## config.mk

```make
export PLATFORM = sky130hd
export DESIGN_NAME = scl_timing_gen
export DESIGN_NICKNAME = d
export VERILOG_FILES = /design/src/rtl/scl_timing_pkg.sv /design/src/rtl/scl_rst_sync.sv /design/src/rtl/scl_cfg_regs.sv /design/src/rtl/scl_prescaler.sv /design/src/rtl/scl_in_sync.sv /design/src/rtl/scl_phase_fsm.sv /design/src/rtl/scl_timing_gen.sv
export SDC_FILE = /design/constraint.sdc
export NUM_CORES = 1
export LEC_CHECK = 0
export BUFFER_PORTS_ARGS = -buffer_cell sky130_fd_sc_hd__buf_2
export CAP_MARGIN = 20
export CELL_PAD_IN_SITES_DETAIL_PLACEMENT = 0
export CELL_PAD_IN_SITES_GLOBAL_PLACEMENT = 1
export CORE_ASPECT_RATIO = 0.75
export CORE_UTILIZATION = 34
export CTS_CLUSTER_DIAMETER = 60
export DETAILED_ROUTE_END_ITERATION = 8
export HOLD_SLACK_MARGIN = 0.06
export PLACE_DENSITY = 0.71
export REMOVE_ABC_BUFFERS = 1
export SYNTH_ARGS = -nofsm -noshare
export SYNTH_HDL_FRONTEND = slang
export SYNTH_SLANG_ARGS = --single-unit
```

## constraint.sdc

```tcl
create_clock -name clk -period 3.4 [get_ports clk]
set_clock_uncertainty 0.05 [all_clocks]
set_input_delay 0.85 -clock clk [delete_from_list [all_inputs] [get_ports clk]]
set_output_delay 0.85 -clock clk [all_outputs]
set_load 0.01 [all_outputs]
```

## src/rtl/scl_timing_pkg.sv

```systemverilog
package scl_timing_pkg;

  typedef enum logic [1:0] {
    PH_IDLE = 2'd0,
    PH_LOW  = 2'd1,
    PH_WAIT = 2'd2,
    PH_HIGH = 2'd3
  } phase_e;

  localparam logic [1:0] SEL_DIV  = 2'd0;
  localparam logic [1:0] SEL_LOW  = 2'd1;
  localparam logic [1:0] SEL_HIGH = 2'd2;

endpackage

```

## src/rtl/scl_rst_sync.sv

```systemverilog
module scl_rst_sync (
  input  logic clk,
  input  logic arst_n,
  output logic rst_n_o
);
  logic [1:0] sync_q;

  always_ff @(posedge clk or negedge arst_n) begin
    if (!arst_n) sync_q <= 2'b00;
    else         sync_q <= {sync_q[0], 1'b1};
  end

  assign rst_n_o = sync_q[1];
endmodule

```

## src/rtl/scl_cfg_regs.sv

```systemverilog
module scl_cfg_regs #(
  parameter int CNT_W = 8
) (
  input  logic             clk,
  input  logic             rst_n,
  input  logic             enable,
  input  logic             wr_en,
  input  logic [1:0]       wr_sel,
  input  logic [CNT_W-1:0] wr_data,
  output logic [CNT_W-1:0] div_q,
  output logic [CNT_W-1:0] low_q,
  output logic [CNT_W-1:0] high_q,
  output logic             valid
);
  import scl_timing_pkg::*;

  logic             wr_ok;
  logic [CNT_W-1:0] div_d, low_d, high_d;

  assign wr_ok = wr_en && !enable;

  always_comb begin
    div_d  = div_q;
    low_d  = low_q;
    high_d = high_q;
    if (wr_ok) begin
      case (wr_sel)
        SEL_DIV:  div_d  = wr_data;
        SEL_LOW:  low_d  = wr_data;
        SEL_HIGH: high_d = wr_data;
        default:  ;
      endcase
    end
  end

  always_ff @(posedge clk or negedge rst_n) begin
    if (!rst_n) begin
      div_q  <= '0;
      low_q  <= '0;
      high_q <= '0;
    end else if (wr_ok) begin
      div_q  <= div_d;
      low_q  <= low_d;
      high_q <= high_d;
    end
  end

  assign valid = (div_q != '0) && (low_q != '0) && (high_q != '0);

  AST_CFG_FROZEN: assert property (@(posedge clk) disable iff (!rst_n)
    enable |=> ($stable(div_q) && $stable(low_q) && $stable(high_q)));
endmodule

```

## src/rtl/scl_prescaler.sv

```systemverilog
module scl_prescaler #(
  parameter int CNT_W = 8
) (
  input  logic             clk,
  input  logic             rst_n,
  input  logic             run,
  input  logic [CNT_W-1:0] div,
  output logic             strobe
);
  logic [CNT_W-1:0] cnt_q, cnt_d;
  logic             wrap;

  assign wrap = (cnt_q == div);

  always_comb begin
    cnt_d = cnt_q;
    if (!run)      cnt_d = '0;
    else if (wrap) cnt_d = '0;
    else           cnt_d = cnt_q + CNT_W'(1);
  end

  always_ff @(posedge clk or negedge rst_n) begin
    if (!rst_n) cnt_q <= '0;
    else        cnt_q <= cnt_d;
  end

  assign strobe = run && wrap;

  AST_DIV_BOUND: assert property (@(posedge clk) disable iff (!rst_n)
    run |-> (cnt_q <= div));
endmodule

```

## src/rtl/scl_in_sync.sv

```systemverilog
module scl_in_sync #(
  parameter int STAGES = 2
) (
  input  logic clk,
  input  logic rst_n,
  input  logic d,
  output logic q
);
  logic [STAGES-1:0] sh_q, sh_d;

  generate
    if (STAGES == 1) begin : g_single
      assign sh_d = d;
    end else begin : g_chain
      assign sh_d = {sh_q[STAGES-2:0], d};
    end
  endgenerate

  always_ff @(posedge clk or negedge rst_n) begin
    if (!rst_n) sh_q <= '1;
    else        sh_q <= sh_d;
  end

  assign q = sh_q[STAGES-1];
endmodule

```

## src/rtl/scl_phase_fsm.sv

```systemverilog
module scl_phase_fsm #(
  parameter int CNT_W   = 8,
  parameter int TRIM_LO = 7,
  parameter int TRIM_HI = 5
) (
  input  logic             clk,
  input  logic             rst_n,
  input  logic             run,
  input  logic             istb,
  input  logic             scl_seen,
  input  logic [CNT_W-1:0] low_cnt,
  input  logic [CNT_W-1:0] high_cnt,
  output logic             div_run,
  output logic             scl_o,
  output logic             tick
);
  import scl_timing_pkg::*;

  localparam int LW = CNT_W + 2;

  phase_e       st_q, st_d;
  logic [LW-1:0] cnt_q, cnt_d;
  logic [LW-1:0] lo_last, hi_last;
  logic          end_d;

  assign lo_last = LW'(low_cnt)  + LW'(TRIM_LO) - LW'(1);
  assign hi_last = LW'(high_cnt) + LW'(TRIM_HI) - LW'(1);

  always_comb begin
    st_d  = st_q;
    cnt_d = cnt_q;
    end_d = 1'b0;
    if (!run) begin
      st_d  = PH_IDLE;
      cnt_d = '0;
    end else begin
      case (st_q)
        PH_IDLE: begin
          st_d  = PH_LOW;
          cnt_d = '0;
        end
        PH_LOW: begin
          if (istb) begin
            if (cnt_q == lo_last) begin
              st_d  = PH_WAIT;
              cnt_d = '0;
              end_d = 1'b1;
            end else begin
              cnt_d = cnt_q + LW'(1);
            end
          end
        end
        PH_WAIT: begin
          if (scl_seen) begin
            st_d  = PH_HIGH;
            cnt_d = '0;
          end
        end
        PH_HIGH: begin
          if (istb) begin
            if (cnt_q == hi_last) begin
              st_d  = PH_LOW;
              cnt_d = '0;
              end_d = 1'b1;
            end else begin
              cnt_d = cnt_q + LW'(1);
            end
          end
        end
        default: st_d = PH_IDLE;
      endcase
    end
  end

  always_ff @(posedge clk or negedge rst_n) begin
    if (!rst_n) begin
      st_q  <= PH_IDLE;
      cnt_q <= '0;
      tick  <= 1'b0;
    end else begin
      st_q  <= st_d;
      cnt_q <= cnt_d;
      tick  <= end_d;
    end
  end

  assign div_run = (st_q == PH_LOW) || (st_q == PH_HIGH);
  assign scl_o   = (st_q != PH_LOW);

  AST_TICK_PULSE: assert property (@(posedge clk) disable iff (!rst_n)
    tick |=> !tick);
  AST_OFF_RELEASE: assert property (@(posedge clk) disable iff (!rst_n)
    !run |=> (scl_o && !tick));
  AST_LOW_NEEDS_STROBE: assert property (@(posedge clk) disable iff (!rst_n)
    (st_q == PH_LOW && run && !istb) |=> (st_q == PH_LOW));
  AST_LOW_CNT_BOUND: assert property (@(posedge clk) disable iff (!rst_n)
    (st_q == PH_LOW) |-> (cnt_q <= lo_last));
  AST_HIGH_WAITS_LINE: assert property (@(posedge clk) disable iff (!rst_n)
    (st_q == PH_WAIT && !scl_seen) |=> (st_q != PH_HIGH));
endmodule

```

## src/rtl/scl_timing_gen.sv

```systemverilog
module scl_timing_gen #(
  parameter int CNT_W       = 8,
  parameter int TRIM_LO     = 7,
  parameter int TRIM_HI     = 5,
  parameter int SYNC_STAGES = 2
) (
  input  logic             clk,
  input  logic             rst_n,
  input  logic             enable,
  input  logic             wr_en,
  input  logic [1:0]       wr_sel,
  input  logic [CNT_W-1:0] wr_data,
  input  logic             scl_in,
  output logic             scl_o,
  output logic             tick,
  output logic             cfg_ok
);
  logic             rst_s_n;
  logic [CNT_W-1:0] div_v, low_v, high_v;
  logic             run, div_run, istb, scl_seen;

  scl_rst_sync u_rst (
    .clk     (clk),
    .arst_n  (rst_n),
    .rst_n_o (rst_s_n)
  );

  scl_cfg_regs #(.CNT_W(CNT_W)) u_cfg (
    .clk     (clk),
    .rst_n   (rst_s_n),
    .enable  (enable),
    .wr_en   (wr_en),
    .wr_sel  (wr_sel),
    .wr_data (wr_data),
    .div_q   (div_v),
    .low_q   (low_v),
    .high_q  (high_v),
    .valid   (cfg_ok)
  );

  assign run = enable && cfg_ok;

  scl_prescaler #(.CNT_W(CNT_W)) u_div (
    .clk    (clk),
    .rst_n  (rst_s_n),
    .run    (div_run),
    .div    (div_v),
    .strobe (istb)
  );

  scl_in_sync #(.STAGES(SYNC_STAGES)) u_sync (
    .clk   (clk),
    .rst_n (rst_s_n),
    .d     (scl_in),
    .q     (scl_seen)
  );

  scl_phase_fsm #(.CNT_W(CNT_W), .TRIM_LO(TRIM_LO), .TRIM_HI(TRIM_HI)) u_fsm (
    .clk      (clk),
    .rst_n    (rst_s_n),
    .run      (run),
    .istb     (istb),
    .scl_seen (scl_seen),
    .low_cnt  (low_v),
    .high_cnt (high_v),
    .div_run  (div_run),
    .scl_o    (scl_o),
    .tick     (tick)
  );

  AST_BAD_CFG_IDLE: assert property (@(posedge clk) disable iff (!rst_s_n)
    !cfg_ok |-> (scl_o && !tick));
endmodule

```

==> results of run 1 <==
[state kept, by name, summed over array words and instances, names as in the netlist]
name and flops:
u_fsm.cnt_q 10, u_cfg.high_q 8, u_div.cnt_q 8, u_rst.sync_q 2
u_fsm.st_q 2, u_cfg.low_q 8, u_sync.sh_q 2, u_fsm.tick 1
u_cfg.div_q 8
[per-stage QoR]
stage	setup slack [ns]	hold slack, ns	instances
3_5_place_dp	0.315	0.286	487
6_report	0.301	0.131	496
2_1_floorplan	0.599	0.281	337
3_3_place_gp	0.427	0.292	487
5_1_grt	0.0866	0.165	496
4_1_cts	0.276	0.266	495
[power by group through the flow]
stage	logic (W)	registers (W)	clock network, W
after CTS	0.000731	0.000842	0.000526
final	0.000737	0.000834	0.000512
after floorplan	0.000571	0.000803	0
after global routing	0.000825	0.000854	0.000545
after detailed placement	0.000725	0.000853	0
after global placement	0.000712	0.000851	0
[metal layers]
metal	wire length (µm)	global-route usage	vias up
met1	4120	0.246	1198
met5	0	0	-
li1	-	-	1271
met2	3170	0.228	22
met4	34	0.0311	0
met3	161	0.0311	5
[worst max-delay path, stage by stage, from the launching register on]
cell,delay (ns)
dfrtp_1,0.51
inv_1,0.11
ha_1,0.36
or3b_1,0.37
mux2i_1,0.21
and2_1,0.27
and4_1,0.23
o21ai_0,0.10
a211oi_2,0.30
nor2b_2,0.12
o21ai_4,0.28
nor2_1,0.09
[final cells by class]
type                       instances  area, µm²
sequential                        49       1230
inverter                          12       45.0
timing repair buffer              23        143
tap                              128        160
clock inverter                     3       25.0
clock buffer                       5        125
fill                             962       5610
multi-input combinational        276       1970
[final timing paths]
kind                                             startpoint                    endpoint  slack (ns)  depth (start not counted)
worst max-delay path            u_cfg.high_q[1]$_DFFE_PN0P_  u_fsm.cnt_q[9]$_DFFE_PN0P_        0.30                         11
worst min-delay path              u_rst.sync_q[1]$_DFF_PN0_  u_cfg.div_q[4]$_DFFE_PN0P_        0.13                          0
worst max register to register  u_cfg.high_q[1]$_DFFE_PN0P_  u_fsm.cnt_q[9]$_DFFE_PN0P_        0.30                         11
worst min register to register    u_rst.sync_q[1]$_DFF_PN0_  u_cfg.div_q[4]$_DFFE_PN0P_        0.13                          0
max in group asynchronous         u_rst.sync_q[1]$_DFF_PN0_   u_fsm.st_q[1]$_DFFE_PN0P_        2.67                          1
min in group clk                   u_sync.sh_q[0]$_DFF_PN1_    u_sync.sh_q[1]$_DFF_PN1_        0.31                          0
[cells in the final DEF, fill, tap and decap left out, types with 8 or more instances in the layout]
cell and count:
buf_2 17, dfrtp_1 46, ha_1 11, inv_1 12
mux2_2 19, nand2_1 30, nand2b_1 11, nand3_1 13
nor2_1 27, nor3_1 8, nor4_1 8, o21ai_0 14
xnor2_1 22, xor2_1 28
[cells by family after synthesis]
| kind of cell | after synthesis | share of synthesized area |
|---|---|---|
| fa+ha+maj | 11 | 0.0411 |
| mux | 24 | 0.0789 |
| buf+inv | 30 | 0.0448 |
| simple gates | 137 | 0.220 |
| other cells | 1 | 0.00112 |
| flops | 49 | 0.367 |
| xor+xnor | 50 | 0.131 |
| compound gates | 53 | 0.116 |
==> parameters.txt, run 1 <==
Parameter                              Value

Clock tree
  Number of levels the H-tree was split into ... 2
  Clock root cell ... clkbuf_16
  Count of hold buffers inserted by post-cts repair ... 0
  Post-CTS Setup Repair Bufs ... 0
  CTS Sinks ... 49
  Post-CTS sizing ... 0
  Maximum number of buffers from clock root to sink ... 2
  Clock latency reported for the late side of the worst-skew pair ... 0.29 ns
  Number of CTS-inserted buffers ... 5
  Clock tree from TritonCTS ... yes
  Register clock-pin slew on the reported worst setup and hold paths ... 0.07 ns

Global route
  First-pass GRT wire length ... 12.4 mm
  Total global routing overflow ... 0
  Initial antenna violation count ... 0
  Largest net degree at the start of global routing ... 48
  Overall global routing resource usage ... 0.159
  Vias in the first global route ... 2,363

Detailed routing
  Number of DRC markers after the initial detailed-route iteration ... 177
  Vias/cell ... 5.03
  Detailed-routing iteration count for the pre-antenna-repair pass ... 4
  DRC Markers ... 0
  Wire length reported by the detailed router ... 7.49 mm
  Remaining number of nets flagged by the antenna check after routing ... 0
  Routed wirelength normalized by instance count ... 15.1 µm
  Number of vias after detailed routing ... 2,496

Die
  Starting Density ... 0.360
  Total die area ... 0.0103 mm²
  Placeable core region ... 0.00931 mm²
  Number of rows in the core area ... 30
  Die boundary width ... 117 µm
  Top-level I/O count ... 18
  Die boundary height ... 87.9 µm

Finish
  Post-route standard cell area excluding fillers ... 0.00370 mm²
  Number of antenna diodes ... 0
  Layout cell share with drive strength beyond 1 ... 0.174
  Final net count ... 393
  Area added between synthesis and finish ... 10.4%
  Final Core Density ... 0.397

Synth
  Synth Cell Area ... 0.00335 mm²
  Leading post-synthesis cells by instance count ... dfrtp_1 (47), nand2_1 (30), xor2_1 (28)
  Yosys reg bits ... 49
  Area share of the largest cell type after synthesis ... 0.351
  Cell types with the largest area share after synthesis ... dfrtp_1 (35%), xor2_1 (7.3%), mux2_2 (6.4%), xnor2_1 (5.8%), ha_1 (4.1%)
  Number of synthesized flops with an enable pin ... 0
  Most frequently used cell type in the post-synthesis netlist ... dfrtp_1
  Number of different library cells in the post-synthesis netlist ... 58
  Instance count of the mapped netlist ... 355
  Commonest register cell after synthesis ... dfrtp_1
  Seq/Total Area, Yosys ... 0.367
  Synth Warn # ... 0
  Cell taking the most area after synthesis ... dfrtp_1
  Post-synthesis area per instance ... 9.43 µm²
  Proportion of register bits with asynchronous set or reset after synthesis ... 1.00

STA
  Slew of the pin with the lowest slew margin ... 0.565 ns
  Setup tns final ... 0 ns
  Relative max-transition margin ... 0.619
  Post-layout min period ... 3.10 ns
  Final hold violations ... 0
  RSZ-0062 raised after global routing ... false
  Max-slew violations ... 0
  F_max ... 0.323 GHz
  Count of final setup violators ... 0
  Portion of the clock cycle consumed by the worst path in the final layout ... 0.911

Placement
  Placed cell areas ... 0.00353 mm²
  Detailed placer's ending HPWL ... 5.71 mm
  Number of port buffers ... 17
  Weighted congestion reported at the end of routability-driven placement ... 0.784

Power
  Sw Pwr ... 0.000801 W
  Combinational share of power ... 0.354
  Relative contribution of sequential cells to total power ... 0.400
  Areal power density over the cells ... 564 mW/mm²
  Fraction of power consumed by the clock network ... 0.246
  Sw Share ... 0.384
  Internal Dissipation ... 0.00128 W
  Leak ... 1.54 nW
  Overall Power ... 0.00208 W
  IR drop worst, VDD ... 251 µV

Min path
  Path category of the worst min-delay check ... register to asynchronous set/reset pin

Setup path
  Setup Crit Path Kind ... register to register
  Endpoint required time on the critical path ... 3.53 ns
  Arrival time at the worst endpoint ... 3.23 ns
  Kind of start point of the critical path ... register
  Highest net fanout along the worst path ... 9
  Crit path capture type ... register

Flow run
  Max-Cap Viols ... 0

Run status
  Outcome ... complete, no violations
No activity file was read; power rests on OpenSTA's default activity.
==> inputs of run 2 (changes only) <==
Settings changed: REMOVE_ABC_BUFFERS 1 to default.
==> run 2 against run 1 <==
Against the previous run: largest power group unchanged; routed wire length grew 2.4%; critical path depth did not move; final cell count rose by 0.60%; critical path type unchanged; global-route usage up 0.93 points; combinational power is 4.1% higher; total power increased by 3.9%; largest cell class unchanged; die area did not move; sequential power is 2% lower; count of clock-buffer cells in the layout up 1; register-to-register slack improved by 0.06 ns; sequential share of layout area decreased by 0.33 points.
==> parameters.txt, run 2 (synthesized netlist as in run 1, its figures left out) <==
Parameter                              Value

Clock tree
  Number of CTS-inserted buffers ... 5 (unchanged)
  Clock latency reported for the late side of the worst-skew pair ... 0.30 ns (was 0.29 ns)
  Maximum number of buffers from clock root to sink ... 2 (unchanged)
  Register clock-pin slew on the reported worst setup and hold paths ... 0.07 ns (about the same)
  CTS Sinks ... 49 (unchanged)
  Clock tree from TritonCTS ... yes (unchanged)
  Clock root cell ... clkbuf_16 (unchanged)
  Number of levels the H-tree was split into ... 2 (unchanged)

Global route
  Vias in the first global route ... 2,420 (was 2,363)
  Overall global routing resource usage ... 0.168 (was 0.159)
  Total global routing overflow ... 0 (unchanged)
  Largest net degree at the start of global routing ... 48 (unchanged)
  First-pass GRT wire length ... 12.8 mm (was 12.4 mm)
  Initial antenna violation count ... 0 (unchanged)

Die
  Starting Density ... 0.360 (unchanged)
  Die boundary width ... 117 µm (unchanged)
  Total die area ... 0.0103 mm² (unchanged)
  Die boundary height ... 87.9 µm (unchanged)
  Top-level I/O count ... 18 (unchanged)
  Placeable core region ... 0.00931 mm² (unchanged)
  Number of rows in the core area ... 30 (unchanged)

Detailed routing
  Vias/cell ... 5.11 (was 5.03)
  Number of vias after detailed routing ... 2,549 (was 2,496)
  DRC Markers ... 0 (unchanged)
  Routed wirelength normalized by instance count ... 15.4 µm (was 15.1 µm)
  Wire length reported by the detailed router ... 7.67 mm (was 7.49 mm)
  Highest Signal Layer ... met4 (unchanged)
  Detailed-routing iteration count for the pre-antenna-repair pass ... 4 (unchanged)
  Remaining number of nets flagged by the antenna check after routing ... 0 (unchanged)
  Met1 Wirelength ... 4.11 mm (was 4.12 mm)
  Number of DRC markers after the initial detailed-route iteration ... 151 (was 177)
  Wire length on met2 ... 3.11 mm (was 3.17 mm)
  Met3 layer wire length in the routed design ... 351 µm (was 161 µm)

Placement
  Weighted congestion reported at the end of routability-driven placement ... 0.745 (was 0.784)
  Number of port buffers ... 17 (unchanged)
  Detailed placer's ending HPWL ... 5.87 mm (was 5.71 mm)

STA
  Max-slew violations ... 0 (unchanged)
  F_max ... 0.329 GHz (was 0.323 GHz)
  Count of final setup violators ... 0 (unchanged)
  Final hold violations ... 0 (unchanged)
  Post-layout min period ... 3.04 ns (was 3.10 ns)
  Portion of the clock cycle consumed by the worst path in the final layout ... 0.894 (was 0.911)
  Slew of the pin with the lowest slew margin ... 0.538 ns (was 0.565 ns)
  Relative max-transition margin ... 0.638 (was 0.619)
  RSZ-0062 raised after global routing ... false (unchanged)
  Setup tns final ... 0 ns (unchanged)

Finish
  Fill cell instance count of the final layout ... 962 (unchanged)
  Sequential Area ... 0.00123 mm² (about the same)
  Layout cell share with drive strength beyond 1 ... 0.181 (was 0.174)
  Final net count ... 396 (was 393)
  Area added between synthesis and finish ... 11.7% (was 10.4%)
  Largest Register ... u_fsm.cnt_q (unchanged)
  Number of antenna diodes ... 0 (unchanged)
  Number of flip-flops under the largest register name ... 10 (unchanged)
  Most frequent cells in the layout ... dfrtp_1 (45), nand2_1 (30), xor2_1 (28), nor2_1 (27), xnor2_1 (22) (was dfrtp_1 (46), nand2_1 (30), xor2_1 (28), nor2_1 (27), xnor2_1 (22))
  Area of combinational cells with multiple inputs ... 0.00197 mm² (unchanged)
  Most frequent standard cell in the layout excluding fill and tap cells ... dfrtp_1 (unchanged)

Power
  Overall Power ... 0.00216 W (was 0.00208 W)
  Leak ... 1.56 nW (was 1.54 nW)
  IR drop worst, VDD ... 226 µV (was 251 µV)
  Areal power density over the cells ... 579 mW/mm² (was 564 mW/mm²)

Setup path
  Endpoint required time on the critical path ... 3.53 ns (about the same)
  Kind of start point of the critical path ... register (unchanged)
  Highest net fanout along the worst path ... 9 (unchanged)
  Crit path capture type ... register (unchanged)
  Arrival time at the worst endpoint ... 3.17 ns (was 3.23 ns)
  Setup Crit Path Kind ... register to register (unchanged)
  Number of cell instances on the worst register-to-register path ... 11 (unchanged)

Min path
  Path category of the worst min-delay check ... register to asynchronous set/reset pin (unchanged)

Synth
  Total nets after synthesis ... 381

Flow run
  Max-Cap Viols ... 0 (unchanged)

Run status
  Outcome ... complete, no violations (unchanged)
==> run 2: cell types whose count changed in the layout (fill, tap and decap cells not counted), sizes merged <==
cell	delta
clkinv	-1
clkbuf	+1
bufinv	+1
clkinvlp	-1
buf	+3
==> run 2: cell type report <==
type,instances,share of cell area
Timing Repair Buffer,26,0.0442
Clock inverter,2,0.0104
Clock buffer,6,0.0345
Tap cell,128,0.0428
Multi-Input combinational cell,276,0.527
Sequential cell,49,0.329
Inverter,12,0.0120
==> run 2: worst paths after layout <==
check                                       startpoint                     endpoint  slack, ns
max                        u_cfg.high_q[1]$_DFFE_PN0P_   u_fsm.cnt_q[7]$_DFFE_PN0P_       0.36
min                          u_rst.sync_q[1]$_DFF_PN0_  u_cfg.high_q[7]$_DFFE_PN0P_       0.07
max reg2reg                u_cfg.high_q[1]$_DFFE_PN0P_   u_fsm.cnt_q[7]$_DFFE_PN0P_       0.36
min reg2reg                  u_rst.sync_q[1]$_DFF_PN0_  u_cfg.high_q[7]$_DFFE_PN0P_       0.07
max in group asynchronous    u_rst.sync_q[1]$_DFF_PN0_     u_sync.sh_q[1]$_DFF_PN1_       2.69
min in group clk             u_rst.sync_q[0]$_DFF_PN0_    u_rst.sync_q[1]$_DFF_PN0_       0.30
==> run 2: per-stage QoR <==
step,setup slack (ns),utilization,std cells,hold slack [ns],cell area (µm²)
2_1_floorplan,0.642,-,355,0.281,3350
3_3_place_gp,0.372,0.381,490,0.289,3550
3_5_place_dp,0.274,0.381,490,0.290,3550
4_1_cts,0.257,0.399,498,0.264,3720
5_1_grt,0.0270,0.402,499,0.0838,3740
6_report,0.360,0.402,499,0.0673,3740
==> run 2: worst max-delay path, stage by stage (launching register included) <==
cell and delay [ns]:
dfrtp_2 0.45, inv_1 0.09, ha_1 0.35, or3b_1 0.36, mux2i_1 0.24, and2_1 0.27, and4_1 0.20, o21ai_0 0.10
a211oi_2 0.31, nor2b_2 0.12, o21ai_4 0.29, nor2_1 0.09
==> run 2: what timing repair did <==
item,CTS,global route
endpoints found under the setup margin,0,9
gates resized for setup,0,1
hold buffers,0,0
buffers inserted,0,0
==> run 2: power by group <==
group	switching, W	internal, W
combinational	0.000423	0.000344
sequential	0.000143	0.000673
clock	0.000231	0.000351
==> run 2: routing by layer <==
metal | global-route usage | up-vias
li1 | - | 1269
met2 | 0.233 | 40
met1 | 0.249 | 1231
met4 | 0.0483 | 0
met5 | 0 | -
met3 | 0.0505 | 9
==> inputs of run 3 (changes only) <==
Settings changed: ABC_AREA from default to 1, PLACE_DENSITY 0.71 to 0.74.
==> run 3 against run 2 <==
Against the previous run: largest power group is now combinational logic; die area is 5.3% higher; setup slack better by 0.32 ns; critical endpoint is now cfg_ok; critical path depth down 5; synthesized cell count increased by 39%; via count up 22%; total power down 3.1%.
==> parameters.txt, run 3 <==
Parameter                              Value

Run status
  Outcome ... complete, no violations (unchanged)

STA
  F_max ... 0.367 GHz (was 0.329 GHz)
  Final hold violations ... 0 (unchanged)
  Min Hold Slack ... 0.217 ns (was 0.0673 ns)
  Post-layout min period ... 2.72 ns (was 3.04 ns)
  RSZ-0062 raised after global routing ... false (unchanged)
  Setup tns final ... 0 ns (unchanged)
  Slew of the pin with the lowest slew margin ... 0.692 ns (was 0.538 ns)
  Max-slew violations ... 0 (unchanged)
  Count of final setup violators ... 0 (unchanged)
  Portion of the clock cycle consumed by the worst path in the final layout ... 0.801 (was 0.894)
  Relative max-transition margin ... 0.537 (was 0.638)

Min path
  Path category of the worst min-delay check ... register to asynchronous set/reset pin (unchanged)

Power
  Leak ... 1.87 nW (was 1.56 nW)
  Combinational share of power ... 0.395 (was 0.354)
  Fraction of power consumed by the clock network ... 0.231 (was 0.268)
  Relative contribution of sequential cells to total power ... 0.375 (was 0.377)
  Areal power density over the cells ... 538 mW/mm² (was 579 mW/mm²)
  Sw Share ... 0.415 (was 0.368)
  Sw Pwr ... 0.000870 W (was 0.000797 W)
  IR drop worst, VDD ... 375 µV (was 226 µV)
  Internal Dissipation ... 0.00123 W (was 0.00137 W)

Synth
  Seq/Total Area, Yosys ... 0.348 (was 0.367)
  Post-synthesis area per instance ... 7.15 µm² (was 9.43 µm²)
  Cell taking the most area after synthesis ... dfrtp_1 (unchanged)
  Synth Warn # ... 0 (unchanged)
  Number of synthesized flops with an enable pin ... 0 (unchanged)
  Commonest register cell after synthesis ... dfrtp_1 (unchanged)
  Number of different library cells in the post-synthesis netlist ... 38 (was 58)
  Total nets after synthesis ... 520 (was 381)
  Leading post-synthesis cells by instance count ... nand2_1 (153), nand3_1 (54), inv_1 (53) (was dfrtp_1 (47), nand2_1 (30), xor2_1 (28))
  Yosys reg bits ... 49 (unchanged)
  Most frequently used cell type in the post-synthesis netlist ... nand2_1 (was dfrtp_1)
  Cell types with the largest area share after synthesis ... dfrtp_1 (33%), nand2_1 (16%), nand3_1 (7.7%), inv_1 (5.6%), o21ai_0 (4.0%) (was dfrtp_1 (35%), xor2_1 (7.3%), mux2_2 (6.4%), xnor2_1 (5.8%), ha_1 (4.1%))
  Synth Cell Area ... 0.00353 mm² (was 0.00335 mm²)
  Proportion of register bits with asynchronous set or reset after synthesis ... 1.00 (unchanged)
  Instance count of the mapped netlist ... 494 (was 355)
  Area share of the largest cell type after synthesis ... 0.333 (was 0.351)

Finish
  Largest Register ... u_fsm.cnt_q (unchanged)
  Sequential Area ... 0.00123 mm² (about the same)
  Number of antenna diodes ... 0 (unchanged)
  Area added between synthesis and finish ... 10.6% (was 11.7%)
  Most frequent standard cell in the layout excluding fill and tap cells ... nand2_1 (was dfrtp_1)
  Final net count ... 539 (was 396)
  Most frequent cells in the layout ... nand2_1 (153), nand3_1 (54), inv_1 (53), dfrtp_1 (46), o21ai_0 (28) (was dfrtp_1 (45), nand2_1 (30), xor2_1 (28), nor2_1 (27), xnor2_1 (22))
  Area of combinational cells with multiple inputs ... 0.00200 mm² (was 0.00197 mm²)
  Number of flip-flops under the largest register name ... 10 (unchanged)
  Final Core Density ... 0.396 (was 0.402)
  Layout cell share with drive strength beyond 1 ... 0.160 (was 0.181)
  Fill cell instance count of the final layout ... 1,032 (was 962)

Setup path
  Number of cell instances on the worst register-to-register path ... 9 (was 11)
  Critical register-to-register path startpoint ... u_div.cnt_q[2]$_DFF_PN0_ (was u_cfg.high_q[1]$_DFFE_PN0P_)
  Endpoint required time on the critical path ... 2.50 ns (was 3.53 ns)
  Crit path capture type ... output pin (was register)
  Crit Reg-Reg Endpoint ... u_fsm.cnt_q[4]$_DFFE_PN0P_ (was u_fsm.cnt_q[7]$_DFFE_PN0P_)
  Slowest cell on crit path ... dfrtp_1 (was dfrtp_2)
  Critical path, cell by cell ... inv_2 > ha_1 > nand4_1 > nor4_1 > nor2_1 > buf_2 (was inv_1 > ha_1 > or3b_1 > mux2i_1 > and2_1 > and4_1 > o21ai_0 > a211oi_2 > nor2b_2 > o21ai_4 > nor2_1)
  Arrival time at the worst endpoint ... 1.82 ns (was 3.17 ns)
  R2R setup slack ... 0.78 ns (was 0.36 ns)
  Highest net fanout along the worst path ... 6 (was 9)
  Slowest cell delay on critical path ... 0.44 ns (was 0.45 ns)
  Setup Crit Path Kind ... register to output pin (was register to register)
  Kind of start point of the critical path ... register (unchanged)

Clock tree
  Register clock-pin slew on the reported worst setup and hold paths ... 0.06 ns (was 0.07 ns)
  Maximum number of buffers from clock root to sink ... 2 (unchanged)
  Clock latency reported for the late side of the worst-skew pair ... 0.29 ns (was 0.30 ns)
  Clock tree from TritonCTS ... yes (unchanged)
  Number of CTS-inserted buffers ... 5 (unchanged)
  CTS Sinks ... 49 (unchanged)
  Clock root cell ... clkbuf_16 (unchanged)
  Post-CTS sizing ... 0 (unchanged)
  Number of levels the H-tree was split into ... 2 (unchanged)

Detailed routing
  Routed wirelength normalized by instance count ... 13.9 µm (was 15.4 µm)
  Detailed-routing iteration count for the pre-antenna-repair pass ... 5 (was 4)
  Remaining number of nets flagged by the antenna check after routing ... 0 (unchanged)
  Number of vias after detailed routing ... 3,118 (was 2,549)
  Wire length reported by the detailed router ... 8.96 mm (was 7.67 mm)
  DRC Markers ... 0 (unchanged)
  Vias/cell ... 4.83 (was 5.11)
  Number of DRC markers after the initial detailed-route iteration ... 221 (was 151)

Global route
  Vias in the first global route ... 2,875 (was 2,420)
  Total global routing overflow ... 0 (unchanged)
  First-pass GRT wire length ... 14.8 mm (was 12.8 mm)
  Overall global routing resource usage ... 0.177 (was 0.168)
  Largest net degree at the start of global routing ... 48 (unchanged)
  Initial antenna violation count ... 0 (unchanged)

Placement
  Number of port buffers ... 17 (unchanged)
  Weighted congestion reported at the end of routability-driven placement ... 0.816 (was 0.745)
  Detailed placer's ending HPWL ... 7.16 mm (was 5.87 mm)

Flow run
  Max-Cap Viols ... 0 (unchanged)

Die
  Starting Density ... 0.358 (was 0.360)
  Top-level I/O count ... 18 (unchanged)
  Number of rows in the core area ... 31 (was 30)
  Placeable core region ... 0.00985 mm² (was 0.00931 mm²)
  Die boundary height ... 90.2 µm (was 87.9 µm)
  Die boundary width ... 120 µm (was 117 µm)
  Total die area ... 0.0108 mm² (was 0.0103 mm²)
## run 3: changes by cell type in the layout (fill, tap and decap cells not counted), sizes merged, moves of 9 or more
cell,delta
xor2,-15
nand3,+44
o21ai,+12
nand4,+9
inv,+48
nand2b,-11
mux2,-19
nand2,+141
nor2,+10
xnor2,-10
## run 3: what timing repair did
item	in CTS	in global routing
hold buffers	0	1
setup buffers	0	0
hold endpoints to repair	0	4
endpoints found under the setup margin	0	0
## run 3: per-stage QoR
stage          power [W]  instances  worst slack [ns]  cell area (µm²)
3_3_place_gp     0.00161        636             0.833             3730
4_1_cts          0.00211        644             0.645             3870
2_1_floorplan    0.00143        494              1.18             3530
5_1_grt          0.00227        646             0.483             3900
3_5_place_dp     0.00162        636             0.781             3730
6_report         0.00210        646             0.675             3900
## run 3: how the worst max path moves through the flow
stage	from	end	slack [ns]	cells after the start
final	u_cfg.low_q[0]$_DFFE_PN0P_	cfg_ok	0.68	6
after floorplan	u_cfg.low_q[0]$_DFFE_PN0P_	cfg_ok	1.18	5
after detailed placement	u_div.cnt_q[2]$_DFF_PN0_	u_fsm.cnt_q[4]$_DFFE_PN0P_	0.78	9
after CTS	u_cfg.low_q[0]$_DFFE_PN0P_	cfg_ok	0.64	6
after global routing	u_cfg.low_q[0]$_DFFE_PN0P_	u_fsm.st_q[0]$_DFFE_PN0P_	0.48	19
after global placement	u_cfg.low_q[0]$_DFFE_PN0P_	u_fsm.st_q[1]$_DFFE_PN0P_	0.83	21
## run 3: layout make-up
cell class,count,share of cell area
Clock inverter,1,0.00192
Multi-Input combinational cell,373,0.512
Tap cell,132,0.0423
Clock buffer,7,0.0340
Timing Repair Buffer,21,0.0333
Inverter,63,0.0609
Sequential cell,49,0.315
## run 3: power by group through the flow
stage | Combinational, W | Sequential, W | Clock [W]
after floorplan | 0.000670 | 0.000763 | 0
after CTS | 0.000820 | 0.000795 | 0.000498
after global placement | 0.000805 | 0.000802 | 0
after global routing | 0.000945 | 0.000801 | 0.000520
after detailed placement | 0.000817 | 0.000805 | 0
final | 0.000828 | 0.000786 | 0.000484
## run 3: routing by layer
| layer | GRT usage | wire length [µm] |
|---|---|---|
| met3 | 0.0324 | 476 |
| met2 | 0.248 | 3510 |
| met4 | 0.0281 | 48 |
| met1 | 0.280 | 4920 |
| met5 | 0 | 0 |
## run 3: kinds of logic (layout without fill, tap and decap cells)
logic type	after synthesis	after routing	share of synthesized area
compound gates	43	43	0.0727
xor+xnor	25	25	0.0620
fa+ha+maj	11	11	0.0390
buf+inv	72	92	0.0854
flops	49	49	0.348
other cells	1	1	0.00106
simple gates	293	293	0.392
## run 3: critical path: cells and delay by family, from the launching register on
family	cells	cell delay, ns
adder cells (fa/ha/maj)	1	0.15
flip-flops	1	0.44
AND/OR/NAND/NOR	3	0.65
buffers and inverters	2	0.29
